===== config.mk =====
export PLATFORM = sky130hd
export DESIGN_NAME = pwm6_timer
export DESIGN_NICKNAME = d
export VERILOG_FILES = /design/src/rtl/pwm6_pkg.sv /design/src/rtl/pwm6_cmp_bank.sv /design/src/rtl/pwm6_counter.sv /design/src/rtl/pwm6_channel.sv /design/src/rtl/pwm6_timer.sv
export SDC_FILE = /design/constraint.sdc
export NUM_CORES = 1
export LEC_CHECK = 0
export BUFFER_PORTS_ARGS = -buffer_cell sky130_fd_sc_hd__buf_2
export CORE_MARGIN = 8
export CORE_UTILIZATION = 40
export CTS_BUF_LIST = sky130_fd_sc_hd__clkbuf_4
export DETAILED_ROUTE_END_ITERATION = 8
export SLEW_MARGIN = 20
export SYNTH_ARGS = -nofsm -noshare
export SYNTH_HDL_FRONTEND = slang
export SYNTH_SLANG_ARGS = --single-unit

===== constraint.sdc =====
create_clock -name clk_i -period 3.6 [get_ports clk_i]
set_input_delay 0.18 -clock clk_i [delete_from_list [all_inputs] [get_ports clk_i]]
set_output_delay 0.18 -clock clk_i [all_outputs]
set_load 0.005 [all_outputs]

===== src/rtl/pwm6_pkg.sv =====
package pwm6_pkg;
  localparam int unsigned CNT_W_DEF = 16;
  localparam int unsigned N_CH_DEF  = 6;

  function automatic int unsigned n_slots(input int unsigned n_ch);
    return 2 * n_ch + 1;
  endfunction

  function automatic int unsigned set_slot(input int unsigned ch);
    return 2 * ch + 2;
  endfunction

  function automatic int unsigned clr_slot(input int unsigned ch);
    return 2 * ch + 1;
  endfunction
endpackage


===== src/rtl/pwm6_cmp_bank.sv =====
module pwm6_cmp_bank #(
  parameter int unsigned CNT_W  = 16,
  parameter int unsigned N_SLOT = 13,
  parameter int unsigned ADDR_W = 4
) (
  input  logic              clk_i,
  input  logic              rst_ni,
  input  logic              wr_en_i,
  input  logic [ADDR_W-1:0] wr_addr_i,
  input  logic [CNT_W-1:0]  wr_data_i,
  input  logic              load_i,
  input  logic              wrap_i,
  output logic [CNT_W-1:0]  buf_o [N_SLOT],
  output logic              pend_o
);
  logic [CNT_W-1:0] slot_q [N_SLOT];
  logic             arm_wr;
  logic             reload;

  assign arm_wr = wr_en_i && (wr_addr_i == ADDR_W'(1));
  assign reload = load_i || (wrap_i && pend_o);

  always_ff @(posedge clk_i or negedge rst_ni) begin
    if (!rst_ni) begin
      for (int k = 0; k < N_SLOT; k++) begin
        slot_q[k] <= '0;
        buf_o[k]  <= '0;
      end
    end else begin
      for (int k = 0; k < N_SLOT; k++) begin
        if (wr_en_i && (wr_addr_i == ADDR_W'(k))) slot_q[k] <= wr_data_i;
        if (reload) buf_o[k] <= slot_q[k];
      end
    end
  end

  // start clears; a fresh arm beats a same-cycle wrap
  always_ff @(posedge clk_i or negedge rst_ni) begin
    if (!rst_ni)     pend_o <= 1'b0;
    else if (load_i) pend_o <= 1'b0;
    else if (arm_wr) pend_o <= 1'b1;
    else if (wrap_i) pend_o <= 1'b0;
  end
endmodule


===== src/rtl/pwm6_counter.sv =====
module pwm6_counter #(
  parameter int unsigned CNT_W = 16
) (
  input  logic             clk_i,
  input  logic             rst_ni,
  input  logic             start_i,
  input  logic             stop_i,
  input  logic [CNT_W-1:0] prd_i,
  output logic [CNT_W-1:0] cnt_o,
  output logic             active_o,
  output logic             wrap_o,
  output logic             load_o
);
  logic running_q;

  assign active_o = running_q && !stop_i;
  assign wrap_o   = active_o && (cnt_o == prd_i);
  assign load_o   = start_i && !stop_i && !running_q;

  always_ff @(posedge clk_i or negedge rst_ni) begin
    if (!rst_ni) begin
      running_q <= 1'b0;
      cnt_o     <= '0;
    end else if (stop_i) begin
      running_q <= 1'b0;
      cnt_o     <= '0;
    end else if (load_o) begin
      running_q <= 1'b1;
      cnt_o     <= '0;
    end else if (active_o) begin
      cnt_o <= wrap_o ? '0 : cnt_o + 1'b1;
    end
  end
endmodule


===== src/rtl/pwm6_channel.sv =====
module pwm6_channel #(
  parameter int unsigned CNT_W = 16
) (
  input  logic             clk_i,
  input  logic             rst_ni,
  input  logic             active_i,
  input  logic [CNT_W-1:0] cnt_i,
  input  logic [CNT_W-1:0] set_val_i,
  input  logic [CNT_W-1:0] clr_val_i,
  output logic             pwm_o,
  output logic             set_irq_o,
  output logic             clr_irq_o
);
  logic set_hit, clr_hit;

  // count never exceeds the period, so out-of-range values cannot match
  assign set_hit = active_i && (cnt_i == set_val_i);
  assign clr_hit = active_i && (cnt_i == clr_val_i);

  always_ff @(posedge clk_i or negedge rst_ni) begin
    if (!rst_ni) begin
      pwm_o     <= 1'b0;
      set_irq_o <= 1'b0;
      clr_irq_o <= 1'b0;
    end else begin
      set_irq_o <= set_hit;
      clr_irq_o <= clr_hit;
      if (!active_i)    pwm_o <= 1'b0;
      else if (clr_hit) pwm_o <= 1'b0;
      else if (set_hit) pwm_o <= 1'b1;
    end
  end
endmodule


===== src/rtl/pwm6_timer.sv =====
module pwm6_timer #(
  parameter int unsigned CNT_W  = pwm6_pkg::CNT_W_DEF,
  parameter int unsigned N_CH   = pwm6_pkg::N_CH_DEF,
  parameter int unsigned ADDR_W = $clog2(2 * N_CH + 1)
) (
  input  logic              clk_i,
  input  logic              rst_ni,
  input  logic              wr_en_i,
  input  logic [ADDR_W-1:0] wr_addr_i,
  input  logic [CNT_W-1:0]  wr_data_i,
  input  logic              start_i,
  input  logic              stop_i,
  input  logic              pe_irq_en_i,
  output logic [CNT_W-1:0]  count_o,
  output logic [N_CH-1:0]   pwm_o,
  output logic              reload_pend_o,
  output logic [N_CH-1:0]   irq_set_o,
  output logic [N_CH-1:0]   irq_clr_o,
  output logic              irq_prd_o,
  output logic              irq_pe_o
);
  localparam int unsigned N_SLOT = pwm6_pkg::n_slots(N_CH);

  logic [CNT_W-1:0] buf_q [N_SLOT];
  logic             active, wrap, load;

  pwm6_counter #(.CNT_W(CNT_W)) u_cnt (
    .clk_i(clk_i), .rst_ni(rst_ni), .start_i(start_i), .stop_i(stop_i),
    .prd_i(buf_q[0]), .cnt_o(count_o), .active_o(active), .wrap_o(wrap),
    .load_o(load)
  );

  pwm6_cmp_bank #(.CNT_W(CNT_W), .N_SLOT(N_SLOT), .ADDR_W(ADDR_W)) u_bank (
    .clk_i(clk_i), .rst_ni(rst_ni), .wr_en_i(wr_en_i), .wr_addr_i(wr_addr_i),
    .wr_data_i(wr_data_i), .load_i(load), .wrap_i(wrap), .buf_o(buf_q),
    .pend_o(reload_pend_o)
  );

  for (genvar j = 0; j < N_CH; j++) begin : g_ch
    pwm6_channel #(.CNT_W(CNT_W)) u_ch (
      .clk_i(clk_i), .rst_ni(rst_ni), .active_i(active), .cnt_i(count_o),
      .set_val_i(buf_q[pwm6_pkg::set_slot(j)]),
      .clr_val_i(buf_q[pwm6_pkg::clr_slot(j)]),
      .pwm_o(pwm_o[j]), .set_irq_o(irq_set_o[j]), .clr_irq_o(irq_clr_o[j])
    );
  end

  always_ff @(posedge clk_i or negedge rst_ni) begin
    if (!rst_ni) begin
      irq_prd_o <= 1'b0;
      irq_pe_o  <= 1'b0;
    end else begin
      irq_prd_o <= wrap;
      irq_pe_o  <= wrap && pe_irq_en_i;
    end
  end
endmodule


==> parameters.txt <==
Parameter                              Value

STA
  Accumulated negative setup slack    0 ps
  Slew at the pin closest to its max-slew limit    927.3 ps
  Final hold slack    about 83 ps
  Shortest period the worst path allows    approximately 2600 ps
  Final Max Tran Viols    0
  Fmax    380.9 MHz
  Hold Vio Cnt, Final    0
  Final Skew    32.07 ps
  Setup slack after layout    974.5 ps
  Setup repair after global routing missed its margin    no
  Final setup viols    0
  Headroom to the max-slew limit    37.76%
  Final clock period utilization by the worst path    72.93%

Synthesis
  Xor and xnor fraction of the mapped netlist area    a little under a tenth
  Largest family of logic cells by synthesized area    multiplexers
  Share of synthesized registers carrying an async set or reset    100.0%
  Compound-gate portion of the synthesized area    0.8841%
  #FFs+latches synth    454
  Total nets after synthesis    roughly 1400
  Distinct cell type count after synthesis    39
  Mux cell area share after synthesis    25.55%
  Prevailing post-synth register cell    sky130_fd_sc_hd__dfrtp_1
  Post-Synth Adder-Cell Area    less than 1%
  Area share of the largest cell type after synthesis    56.53%
  Post-synth EDFFs    0
  Warning count from the yosys run    0
  Post-synth top area cell    sky130_fd_sc_hd__dfrtp_1
  Post-synthesis simple-gate area fraction    between 4 and 5%
  Portion of the post-synthesis area used by sequential elements    56.53%
  Post-Syn Area per Cell    14.54 um2
  Cell Area, Synth    20100 um2
  Area contributors post-synth    sky130_fd_sc_hd__dfrtp_1 57%, sky130_fd_sc_hd__mux2_2 17%, sky130_fd_sc_hd__xor2_1 9.1%
  Post-synthesis cell count    1382

CTS
  Worst-case clock buffer depth    3
  Clock network latency to the later pin of the worst-skew pair    820 ps
  Number of clock sinks    about 450
  Number of hold buffers added after cts    23
  Total CTS buffers    119
  Count of buffers added by post-CTS timing repair for setup    0
  CTS H-Tree Depth    3
  CTS tree    yes
  Clock slew at reported path FFs    roughly 60 ps
  Cts repair resizes    0
  Master cell of the clock root buffer    sky130_fd_sc_hd__clkbuf_4

Floorplanning
  Horizontal die dimension    240.1 um
  Number of I/O pins    63
  Total die area    ~58000 um2
  Initial core utilization    40.30%
  Vertical die dimension    240.1 um
  Floorplan core area    between 40000 and 50000 um2
  Number of rows created at floorplan    82

Setup path
  Worst endpoint data arrival time    3300 ps
  Critical path endpoint category    flip-flop
  Crit Path Class    reg2reg
  Largest delay share family, worst path    simple AND/OR/NAND/NOR gates
  Kind of start point of the critical path    flip-flop
  Worst path cell trace    xor2_1 -> nor3_1 -> nand3_2 -> o31a_2 -> buf_12 -> mux2_4
  Worst-path fanout max    111
  Required arrival time at the worst endpoint    4280 ps
  Stage delay of the slowest cell on the critical path    about 430 ps
  Total buffers and inverters traversed by the critical path    1
  Cell with the largest stage delay on the worst path    sky130_fd_sc_hd__mux2_4

Routing
  Routed wire per std cell    ~23 um
  Final wirelength    ~50000 um
  DR pass1 iterations    4
  Number of DRC markers in iteration 0    586
  Vias per std cell    between 5 and 6
  Count of antenna-violating nets left after detailed routing    0
  Via count    11690
  DRC Markers    0

Layout
  Proportion of layout cells with a drive suffix above 1    44.63%
  Most frequent cells in the layout    454 x sky130_fd_sc_hd__dfrtp_1, 296 x sky130_fd_sc_hd__mux2_2, 209 x sky130_fd_sc_hd__xor2_1, 185 x sky130_fd_sc_hd__clkbuf_4, 120 x sky130_fd_sc_hd__mux2_4
  Final cell count without fillers    2275
  Fin nets    around 1500
  Post-Route Utilization    45.71%
  Most frequent standard cell in the layout excluding fill and tap cells    sky130_fd_sc_hd__dfrtp_1
  Area Overhead vs Synth    13.42%

Placement
  Count of buffers from port buffering    between 60 and 70
  Cells after DPL    between 2000 and 2500
  Setup WS pre-CTS    1112 ps
  Total half-perimeter wirelength after legalization and detailed placement    28470 um
  Placer Congestion    0.7365

Power
  Power per standard cell area    647.5 nW/um2
  Peak supply drop    roughly 0.26 mV
  Static power due to leakage    11.44 nW

Global route
  Via count of the first global-routing pass    12280
  Global-route wire length before repair    77820 um
  Antenna violations before repair    7
  Total GRT Usage    18.11%
  Grt total ovfl    0
  Maximum number of pins on one net before global-route repair    ~110

Job
  Max-cap viol count    0

Hold path
  Worst hold-check path type    in2reg

Status
  Status    completed
[cells in the mapped netlist (2+ instances only)]
master                     instances
sky130_fd_sc_hd__nor4_2            2
sky130_fd_sc_hd__or3_1             3
sky130_fd_sc_hd__and3_1            2
sky130_fd_sc_hd__a21oi_1           3
sky130_fd_sc_hd__nand4_1          18
sky130_fd_sc_hd__nand2b_1          7
sky130_fd_sc_hd__buf_1            19
sky130_fd_sc_hd__nor2b_1           2
sky130_fd_sc_hd__o21ai_0           2
sky130_fd_sc_hd__buf_6            15
sky130_fd_sc_hd__dfrtp_1         454
sky130_fd_sc_hd__o21a_1            2
sky130_fd_sc_hd__mux2_4          120
sky130_fd_sc_hd__nor4_1           42
sky130_fd_sc_hd__xor2_1          209
sky130_fd_sc_hd__and2_1            5
sky130_fd_sc_hd__o211a_1           6
sky130_fd_sc_hd__clkbuf_1         44
sky130_fd_sc_hd__nor3_1           18
sky130_fd_sc_hd__buf_2            13
sky130_fd_sc_hd__inv_1             2
sky130_fd_sc_hd__xnor2_1          10
sky130_fd_sc_hd__nand3b_1          2
sky130_fd_sc_hd__o221ai_1          3
sky130_fd_sc_hd__mux2_2          296
sky130_fd_sc_hd__nor2_1           29
sky130_fd_sc_hd__nand3_1           4
sky130_fd_sc_hd__nand2_1          18
sky130_fd_sc_hd__and4_1            2
sky130_fd_sc_hd__a32o_1            3
sky130_fd_sc_hd__buf_4            19
[stage by stage]
step / area [um2] / power (W)
3_3_place_gp: 21000 / 0.01011
3_5_place_dp: 21000 / 0.01025
6_report: 22790 / 0.01476
5_1_grt: 22790 / 0.01560
4_1_cts: 22780 / 0.01494
2_1_floorplan: 20100 / 0.009511
[final cells by class]
| type | count | area [um2] |
|---|---|---|
| flip-flops and latches | 454 | 11360 |
| multi-input cells | 816 | 8122 |
| diodes | 3 | 7.507 |
| repair buffers | 122 | 903.4 |
| clock buffers | 185 | 1389 |
| fillers | 4569 | 27070 |
| inverters | 2 | 7.507 |
| clock inverters | 21 | 162.7 |
| well taps | 672 | 840.8 |
[final timing paths]
check                      slack (ps)              start                 to  cells after the start
min reg2reg                       480  u_bank.slot_q[36]   u_bank.buf_o[36]                      1
min in group asynchronous         550             rst_ni    u_cnt.cnt_o[15]                      3
max                               970  u_bank.buf_o[192]   u_bank.buf_o[58]                      6
max in group asynchronous        1700             rst_ni  u_bank.slot_q[76]                      4
min                                80       wr_addr_i[2]   u_bank.slot_q[5]                      4
max reg2reg                       970  u_bank.buf_o[192]   u_bank.buf_o[58]                      6
[power breakdown]
part           switching [W]  internal (W)
clock                0.00208       0.00252
combinational       0.000995       0.00179
sequential          0.000876       0.00650
total                0.00395        0.0108
[registers in the layout, summed over array words and instances (netlist names)]
register,flops
g_ch.u_ch.set_irq_o,6
g_ch.u_ch.pwm_o,6
u_cnt.cnt_o,16
u_bank.pend_o,1
irq_prd_o,1
u_bank.buf_o,208
u_bank.slot_q,208
irq_pe_o,1
u_cnt.running_q,1
g_ch.u_ch.clr_irq_o,6
[metal layers]
metal  vias up  wire, um  track usage, %
met1      6197     25130           25.70
met2       269     23020           27.92
met3        92      2294           3.621
li1       5130         -               -
met4         2      1020           5.257
met5         -        13               0
[worst min-delay path: stages]
cell and delay (ps):
sky130_fd_sc_hd__buf_2 120, sky130_fd_sc_hd__nand4_1 100, sky130_fd_sc_hd__buf_4 270, sky130_fd_sc_hd__mux2_2 200
[kinds of logic after synthesis]
group	after synthesis
buffers and inverters	112
flip-flops	454
XOR/XNOR	219
AND/OR/NAND/NOR	158
adder cells (fa/ha/maj)	1
AO/OA/AOI/OAI	22
multiplexers	416
Note: power is estimated with default switching activity, not from simulation.
